===== config.mk =====
export PLATFORM = sky130hd
export DESIGN_NAME = pwm4_timer
export DESIGN_NICKNAME = d
export VERILOG_FILES = /design/src/rtl/pwm4_pkg.sv /design/src/rtl/pwm4_prescaler.sv /design/src/rtl/pwm4_channel.sv /design/src/rtl/pwm4_timer.sv
export SDC_FILE = /design/constraint.sdc
export NUM_CORES = 1
export LEC_CHECK = 0
export ABC_AREA = 0
export BUFFER_PORTS_ARGS = -buffer_cell sky130_fd_sc_hd__buf_2
export CAP_MARGIN = 20
export CORE_MARGIN = 4
export CORE_UTILIZATION = 59
export CTS_BUF_LIST = sky130_fd_sc_hd__clkbuf_8
export CTS_CLUSTER_SIZE = 12
export DETAILED_ROUTE_END_ITERATION = 10
export PLACE_DENSITY_LB_ADDON = 0.05
export REMOVE_ABC_BUFFERS = 1
export SLEW_MARGIN = 20
export SYNTH_ARGS = -nofsm -noshare
export SYNTH_HDL_FRONTEND = slang
export SYNTH_SLANG_ARGS = --single-unit

===== constraint.sdc =====
create_clock -name clk -period 2.75 [get_ports clk]
set_clock_uncertainty 0.15 [all_clocks]
set_input_delay 0.1375 -clock clk [delete_from_list [all_inputs] [get_ports clk]]
set_output_delay 0.1375 -clock clk [all_outputs]
set_load 0.01 [all_outputs]

===== src/rtl/pwm4_pkg.sv =====
package pwm4_pkg;
    localparam int unsigned ADDR_W = 4;

    // register addresses
    localparam logic [ADDR_W-1:0] ADR_CTRL   = 4'd0;
    localparam logic [ADDR_W-1:0] ADR_DIV    = 4'd1;
    localparam logic [ADDR_W-1:0] ADR_PER    = 4'd2;
    localparam logic [ADDR_W-1:0] ADR_MODE01 = 4'd3;
    localparam logic [ADDR_W-1:0] ADR_OUTEN  = 4'd5;
    localparam logic [ADDR_W-1:0] ADR_EVENT  = 4'd6;
    localparam logic [ADDR_W-1:0] ADR_THR0   = 4'd8;

    // control register bits
    localparam int unsigned CTL_RUN_BIT   = 0;
    localparam int unsigned CTL_PERBUF_BIT = 1;
    localparam int unsigned CTL_DRIVE_BIT = 2;
    localparam int unsigned EV_LOAD_BIT   = 0;

    localparam logic [2:0] MODE_PWM1 = 3'd6;
endpackage


===== src/rtl/pwm4_prescaler.sv =====
module pwm4_prescaler #(
    parameter int unsigned W = 16
) (
    input  logic         clk,
    input  logic         rst_n,
    input  logic         run,
    input  logic         clr,
    input  logic [W-1:0] limit,
    output logic         tick
);
    logic [W-1:0] div_d, div_q;

    assign tick = run && (div_q >= limit);

    always_comb begin
        div_d = div_q;
        if (clr) begin
            div_d = '0;
        end else if (run) begin
            div_d = tick ? '0 : div_q + 1'b1;
        end
    end

    always_ff @(posedge clk or negedge rst_n) begin
        if (!rst_n) div_q <= '0;
        else        div_q <= div_d;
    end
endmodule


===== src/rtl/pwm4_channel.sv =====
module pwm4_channel import pwm4_pkg::*; #(
    parameter int unsigned W = 16
) (
    input  logic         clk,
    input  logic         rst_n,
    input  logic         mode_wr,
    input  logic [3:0]   mode_in,
    input  logic         thr_wr,
    input  logic [W-1:0] thr_in,
    input  logic         load,
    input  logic [W-1:0] count,
    input  logic         gate,
    output logic         pwm,
    output logic [W-1:0] thr_act,
    output logic         thr_buf
);
    typedef struct packed {
        logic [W-1:0] pend;
        logic [W-1:0] act;
        logic [2:0]   mode;
        logic         buf_on;
    } ch_state_t;

    ch_state_t s_d, s_q;

    always_comb begin
        s_d = s_q;
        if (mode_wr) begin
            s_d.mode   = mode_in[2:0];
            s_d.buf_on = mode_in[3];
        end
        if (thr_wr) begin
            s_d.pend = thr_in;
            if (!s_q.buf_on) s_d.act = thr_in;
        end
        if (load) s_d.act = s_d.pend;
    end

    always_ff @(posedge clk or negedge rst_n) begin
        if (!rst_n) s_q <= '0;
        else        s_q <= s_d;
    end

    assign pwm     = gate && (s_q.mode == MODE_PWM1) && (count < s_q.act);
    assign thr_act = s_q.act;
    assign thr_buf = s_q.buf_on;
endmodule


===== src/rtl/pwm4_timer.sv =====
module pwm4_timer import pwm4_pkg::*; #(
    parameter int unsigned W          = 16,
    parameter int unsigned NCH        = 4,
    parameter int unsigned DEF_PERIOD = 1023,
    parameter int unsigned DEF_DIV    = 1
) (
    input  logic              clk,
    input  logic              rst_n,
    input  logic              wr_en,
    input  logic [ADDR_W-1:0] wr_addr,
    input  logic [W-1:0]      wr_data,
    output logic [NCH-1:0]    pwm
);
    localparam int unsigned OE_STRIDE = 4;

    typedef struct packed {
        logic           run;
        logic           per_buf;
        logic           drive;
        logic [W-1:0]   div;
        logic [W-1:0]   per_pend;
        logic [W-1:0]   per_act;
        logic [W-1:0]   cnt;
        logic [NCH-1:0] oe;
    } tmr_state_t;

    tmr_state_t s_d, s_q;
    logic tick, force_ld, wrap, load;
    logic [NCH-1:0][W-1:0] thr_act;
    logic [NCH-1:0]        thr_buf;

    // signals brought out for the bound checker
    logic [W-1:0] cnt_now, per_now;
    logic         run_now, drive_now;
    assign cnt_now   = s_q.cnt;
    assign per_now   = s_q.per_act;
    assign run_now   = s_q.run;
    assign drive_now = s_q.drive;

    assign force_ld = wr_en && (wr_addr == ADR_EVENT) && wr_data[EV_LOAD_BIT];
    assign wrap     = tick && (s_q.cnt == s_q.per_act);
    assign load     = force_ld || wrap;

    pwm4_prescaler #(.W(W)) u_div (
        .clk   (clk),
        .rst_n (rst_n),
        .run   (s_q.run),
        .clr   (force_ld),
        .limit (s_q.div),
        .tick  (tick)
    );

    always_comb begin
        s_d = s_q;
        if (wr_en) begin
            case (wr_addr)
                ADR_CTRL: begin
                    s_d.run     = wr_data[CTL_RUN_BIT];
                    s_d.per_buf = wr_data[CTL_PERBUF_BIT];
                    s_d.drive   = wr_data[CTL_DRIVE_BIT];
                end
                ADR_DIV: s_d.div = wr_data;
                ADR_PER: begin
                    s_d.per_pend = wr_data;
                    if (!s_q.per_buf) s_d.per_act = wr_data;
                end
                ADR_OUTEN: begin
                    for (int k = 0; k < NCH; k++) s_d.oe[k] = wr_data[OE_STRIDE*k];
                end
                default: ;
            endcase
        end
        if (load) s_d.per_act = s_d.per_pend;
        if (force_ld || wrap) s_d.cnt = '0;
        else if (tick)        s_d.cnt = s_q.cnt + 1'b1;
    end

    always_ff @(posedge clk or negedge rst_n) begin
        if (!rst_n) begin
            s_q          <= '0;
            s_q.div      <= W'(DEF_DIV);
            s_q.per_pend <= W'(DEF_PERIOD);
            s_q.per_act  <= W'(DEF_PERIOD);
        end else begin
            s_q <= s_d;
        end
    end

    for (genvar k = 0; k < NCH; k++) begin : g_ch
        localparam logic [ADDR_W-1:0] MODE_ADR = ADDR_W'(int'(ADR_MODE01) + k / 2);
        localparam logic [ADDR_W-1:0] THR_ADR  = ADDR_W'(int'(ADR_THR0) + k);
        localparam int unsigned       BYTE_LO  = 8 * (k % 2);

        pwm4_channel #(.W(W)) u_ch (
            .clk     (clk),
            .rst_n   (rst_n),
            .mode_wr (wr_en && (wr_addr == MODE_ADR)),
            .mode_in (wr_data[BYTE_LO +: 4]),
            .thr_wr  (wr_en && (wr_addr == THR_ADR)),
            .thr_in  (wr_data),
            .load    (load),
            .count   (s_q.cnt),
            .gate    (s_q.run && s_q.drive && s_q.oe[k]),
            .pwm     (pwm[k]),
            .thr_act (thr_act[k]),
            .thr_buf (thr_buf[k])
        );
    end
endmodule


==> out/qor.yml, run 1 <==
status: "finished with violations"
violations: "negative setup slack"
setup_viol_count_final: 81
tightestPinTransition_ns: 0.843
power-per-cell-area_mw_per_mm2: 734
cp-end-kind: "flip-flop"
drt_first_pass_iters: 5
synthArstFlopShare_pct: 100
power.total_mw: 11.2
multi_input_area_mm2: 0.00634
postLayoutSetupSlackWorst_ns: -0.215
layout_commonest_cell: "dfrtp_1"
fmax_ghz: 0.337
syn_area_per_cell_um2: 10.8
seq_area_mm2: 0.00581
drt.antenna.violating_nets: 0
worstPathArrival_ns: 3.25
ir_worst_vdd_mv: 0.633
die_h_um: 151
grt_overflow: 0
power_leakage_nw: 7.20
tns_ns: -10.37
stdcell_count: 1571
max-slew-margin-rel_pct: 43.6
clockPowerShare_pct: 27.9
place_hpwl_um: 21200
initial_core_util_pct: 60.8
die_w_um: 151
dp.cells: 1442
die_area_mm2: 0.0227
detail_route.wl_per_cell_um: 22.7
antenna_found_initial: 0
root_buffer: "clkbuf_8"
grt_pass1_vias: 9459
crit_fanout: 8
comb_power_share_pct: 29.5
dr_total_vias: 9455
startpoint_type: "flip-flop"
grt_pass1_wl_um: 53500
wl_um: 35700
rsz0062_at_grt: "yes"
crit_type: "reg2reg"
final_cell_mix: "dfrtp_1, nand2_1, inv_1, buf_4, mux2_2"
tritoncts: "done"
finalHoldViolCount: 0
maxCapViolCount: 0
synth.area.top_cells: "dfrtp_1, mux2_2, ha_1, dfstp_2, o221a_2"
drc: 0
p_int_mw: 7.74
place_area_mm2: 0.0130
area_growth_pct: 26.8
yosysWarnings: 0
io_pins: 27
netlist_instances: 1118
place.port_buffers: 26
hold_class: "in2async"
seq_power_share_pct: 42.6
finalCritPeriodShare_pct: 108
clkSinkCount: 231
cts_buffer_depth: 3
holdWs_ns: 0.0320
ys_seq_elements: 231
track_usage_pct: 31.4
synth-edff-count: 0
seq_area_frac_synth_pct: 48.3
htreeDepth: 2
final_area_mm2: 0.0152
place_ws_ns: -0.209
switching_share_pct: 30.9
power.switching_mw: 3.45
grt_max_degree: 87
routabilityCongestion: 0.892
drt_iter0_drc: 805
clk_pin_slew_ns: 0.07
core_area_mm2: 0.0198
insertion_delay_ns: 0.54
utilization_pct: 77.1
cp.required_ns: 3.04
num_rows: 51
synth_top_area_share_pct: 43.7
n_antenna_cell: 0
fill_cells: 1283
syn_area_mm2: 0.0120
min_period_ns: 2.96
synth_cell_types: 54
cts-buffers-inserted: 40
drive_gt1_share_pct: 35.5
num-nets-final: 1377
synthFlopType: "dfrtp_1"
yosysTopAreaCell: "dfrtp_1"
slew_violations: 0
viasPerCell: 6.02
## timing repair
action	4_1_cts	5_1_grt
gates cloned	6	4
endpoints found under the setup margin	104	103
pin swaps	18	59
gates resized for setup	54	121
setup buffers	14	17
hold buffers	19	0
hold endpoints to repair	265	0
## cell usage after synthesis, types with 3 or more instances
master and number:
a21o_1 21, ha_1 78, inv_1 83, dfrtp_1 210, mux2_4 13, nand3_1 21, and3_1 7, o221a_2 46
clkbuf_1 38, nor2_1 60, nor4_1 6, buf_2 8, a211oi_1 5, a21oi_1 42, xnor2_1 11, or4_1 22
o31ai_1 5, nand2_1 127, buf_6 4, o21ai_0 77, nand4_1 13, nor2b_1 4, mux2_2 87, and4_1 8
nor3_1 7, buf_4 12, dfstp_2 21, and2_1 3, a31oi_1 3, o211ai_1 12, o221a_1 4, xor2_1 23
nand2b_1 7
## power groups by stage
stage / Clock, mW / Sequential (mW) / Combinational [mW]
final: 3.12 / 4.77 / 3.30
after global routing: 3.32 / 4.86 / 3.65
after CTS: 3.16 / 4.73 / 2.93
after detailed placement: 0 / 4.77 / 2.72
after global placement: 0 / 4.75 / 2.63
after floorplan: 0 / 4.69 / 1.78
## critical path, cell delays in order (launching register included)
cell	delay, ns
dfstp_2	0.55
ha_4	0.19
nand2b_4	0.13
a2111o_1	0.45
buf_6	0.14
a32oi_4	0.26
a211oi_4	0.16
buf_6	0.20
or4_4	0.53
o221a_4	0.12
## sequential cells by signal, indices dropped and copies added, names as in the netlist
name               flops
drive_now              1
run_now                1
per_now               16
g_ch.u_ch.s_q         76
u_div.div_q           16
cnt_now               16
s_q                   37
g_ch.u_ch.thr_buf      4
g_ch.u_ch.thr_act     64
## path summary, 6_finish.rpt
kind | start | endpoint | slack, ns | cells after the start
max in group asynchronous | rst_n | s_q[40] | 1.62 | 3
worst max-delay path | s_q[52] | g_ch[3].u_ch.thr_act[4] | -0.21 | 9
worst min register to register | s_q[44] | s_q[44] | 0.31 | 2
worst min-delay path | rst_n | u_div.div_q[5] | 0.03 | 2
worst max register to register | s_q[52] | g_ch[3].u_ch.thr_act[4] | -0.21 | 9
min in group clk | wr_addr[2] | drive_now | 0.05 | 5
## cell families after synthesis
group / share of synthesized area, %
AOI/OAI and AO/OA: 14.0
buffers and inverters: 5.33
DFF: 48.3
and+or+nand+nor: 12.1
xor gates and xnor gates: 2.48
muxes: 9.77
adders and majority gates: 8.11
## cell type report
class | count | share of cell area, %
Clock inverter | 20 | 0.542
Timing Repair Buffer | 180 | 10.9
Inverter | 84 | 2.07
Sequential cell | 231 | 38.1
Tap cell | 265 | 2.17
Clock buffer | 52 | 4.69
Multi-Input combinational cell | 739 | 41.6
## metal layers
layer  global-route usage [%]  wire length, µm  vias up
met4                     14.7             1590        0
li1                         -                -     4300
met3                     5.80             2490       97
met5                        0                0        -
met1                     42.8            15100     4690
met2                     48.9            16500      368
No activity file was read; power rests on OpenSTA's default activity.
==> run 2: changes to the inputs <==
--- a/config.mk
+++ b/config.mk
@@ -8,12 +8,15 @@
 export ABC_AREA = 0
 export BUFFER_PORTS_ARGS = -buffer_cell sky130_fd_sc_hd__buf_2
 export CAP_MARGIN = 20
+export CORE_ASPECT_RATIO = 1.25
 export CORE_MARGIN = 4
 export CORE_UTILIZATION = 59
 export CTS_BUF_LIST = sky130_fd_sc_hd__clkbuf_8
 export CTS_CLUSTER_SIZE = 12
 export DETAILED_ROUTE_END_ITERATION = 10
+export HOLD_SLACK_MARGIN = 0.03
 export PLACE_DENSITY_LB_ADDON = 0.05
+export RECOVER_POWER = 50
 export REMOVE_ABC_BUFFERS = 1
 export SLEW_MARGIN = 20
 export SYNTH_ARGS = -nofsm -noshare
==> out/qor.yml, run 2 (synthesis results as in run 1) <==
startpoint_type: "flip-flop"
power.switching_mw: 3.33
drive_gt1_share_pct: 32.1
cts-buffers-inserted: 39
clk_pin_slew_ns: 0.07
seq_power_share_pct: 43.7
track_usage_pct: 29.6
detail_route.wl_per_cell_um: 21.4
setup_viol_count_final: 71
initial_core_util_pct: 59.8
rsz0062_at_grt: "yes"
worstPathArrival_ns: 3.18
violations: "max-capacitance violations, max-slew violations, negative setup slack"
status: "finished with violations"
grt_pass1_wl_um: 51600
place.port_buffers: 26
path_cells: "inv_1 > ha_1 > nand4_1 > nor4_4 > a32oi_4 > a211oi_4 > buf_4 > o21ai_2 > buf_12 > o221a_2"
clkSinkCount: 231
hp-start: "wr_addr[0]"
drc: 0
ir_worst_vdd_mv: 0.602
holdPathStages: 3
layout_commonest_cell: "dfrtp_1"
tritoncts: "done"
die_area_mm2: 0.0227
cp-startpoint: "s_q[66]"
grt_pass1_vias: 9322
fmax_ghz: 0.343
die_w_um: 136
ff2ff_path_depth: 10
num-nets-final: 1344
num_rows: 58
finalCritPeriodShare_pct: 106
routabilityCongestion: 0.870
place_hpwl_um: 21400
grt_overflow: 0
drt_iter0_drc: 503
gr-usage-met2_pct: 47.3
rr_startpoint: "s_q[66]"
stdcell_count: 1545
power.total_mw: 10.9
slowest_delay_ns: 0.53
dp.cells: 1428
tightestPinTransition_ns: 1.97
core_area_mm2: 0.0201
cp-end-kind: "flip-flop"
drt_first_pass_iters: 5
power-per-cell-area_mw_per_mm2: 752
drt.antenna.violating_nets: 0
gr-max-usage-layer: "met2"
postLayoutSetupSlackWorst_ns: -0.164
wl_um: 33100
viasPerCell: 5.90
maxCapViolCount: 1
largest_reg_flops: 76
die_h_um: 168
final_cell_mix: "dfrtp_1, nand2_1, inv_1, mux2_2, ha_1"
cts_buffer_depth: 3
root_buffer: "clkbuf_8"
area_growth_pct: 20.2
crit_fanout: 15
insertion_delay_ns: 0.54
slew_violations: 75
switching_share_pct: 30.6
use_met1_pct: 38.2
dr_total_vias: 9108
cp.required_ns: 3.01
antenna_found_initial: 0
hold_class: "in2reg"
max-slew-margin-rel_pct: -31.4
io_pins: 27
power_leakage_nw: 6.90
comb_power_share_pct: 26.8
htreeDepth: 2
finalHoldViolCount: 0
clockPowerShare_pct: 29.4
grt_max_degree: 76
min_period_ns: 2.91
cp_slowest_cell: "a211oi_4"
crit_type: "reg2reg"
grt_use_met3_pct: 6.10
p_int_mw: 7.54
regMostFlops: "g_ch.u_ch.s_q"
[run 2: timing repair]
action	in CTS	in global routing
endpoints found under the setup margin	90	105
pin swaps	10	38
hold buffers	21	0
gates resized for setup	33	59
buffers inserted	9	8
cloned	3	3
endpoints found under the hold margin	283	0
[run 2: final timing paths]
kind                                      endpoint  slack [ns]
setup / recovery           g_ch[1].u_ch.thr_act[9]       -0.16
hold / removal                g_ch[1].u_ch.thr_buf         0.1
setup reg to reg           g_ch[1].u_ch.thr_act[9]       -0.16
hold reg to reg                            s_q[42]        0.31
max in group asynchronous     g_ch[1].u_ch.s_q[25]        0.31
min in group asynchronous          u_div.div_q[11]        0.55
[run 2: area by class of cell]
class | count | area (µm²)
sequential | 231 | 5810
clock buffer | 44 | 606
clock inverter | 28 | 209
timing repair buffer | 147 | 1270
tap | 270 | 338
multi-input combinational | 740 | 5910
antenna | 1 | 2.50
inverter | 84 | 315
fill | 1514 | 5640
[run 2: through the flow]
stage	util (%)	cell area, µm²	hold slack (ns)	worst slack [ns]	setup TNS, ns
after global routing	71.9	14500	0.0989	-0.279	-20.69
final	71.9	14500	0.0988	-0.164	-6.71
after CTS	70.4	14100	0.0424	-0.0866	-3.20
after floorplan	-	11700	-0.308	-0.567	-29.68
after detailed placement	64.1	12900	0.0106	-0.189	-7.23
after global placement	64.1	12900	0.0168	-0.153	-6.53
[run 2: power groups by stage]
| stage | Combinational (mW) | Sequential [mW] | Clock (mW) |
|---|---|---|---|
| 5_1_grt | 3.25 | 4.84 | 3.43 |
| 3_3_place_gp | 2.55 | 4.76 | 0 |
| 3_5_place_dp | 2.64 | 4.79 | 0 |
| 4_1_cts | 2.75 | 4.74 | 3.26 |
| 2_1_floorplan | 1.78 | 4.69 | 0 |
| 6_report | 2.92 | 4.75 | 3.20 |
[run 2: metal layers]
layer,vias up,part of all wire [%]
met3,91,5.4
met2,255,47
met1,4534,41
met5,-,0
li1,4228,-
met4,0,6.0
[run 2: critical path: cells and delay by family (launching register included)]
kind / cells / cell delay [ns]
buf+inv: 3 / 0.43
flops: 1 / 0.35
simple gates: 2 / 0.54
fa+ha+maj: 1 / 0.30
compound gates: 4 / 1.02
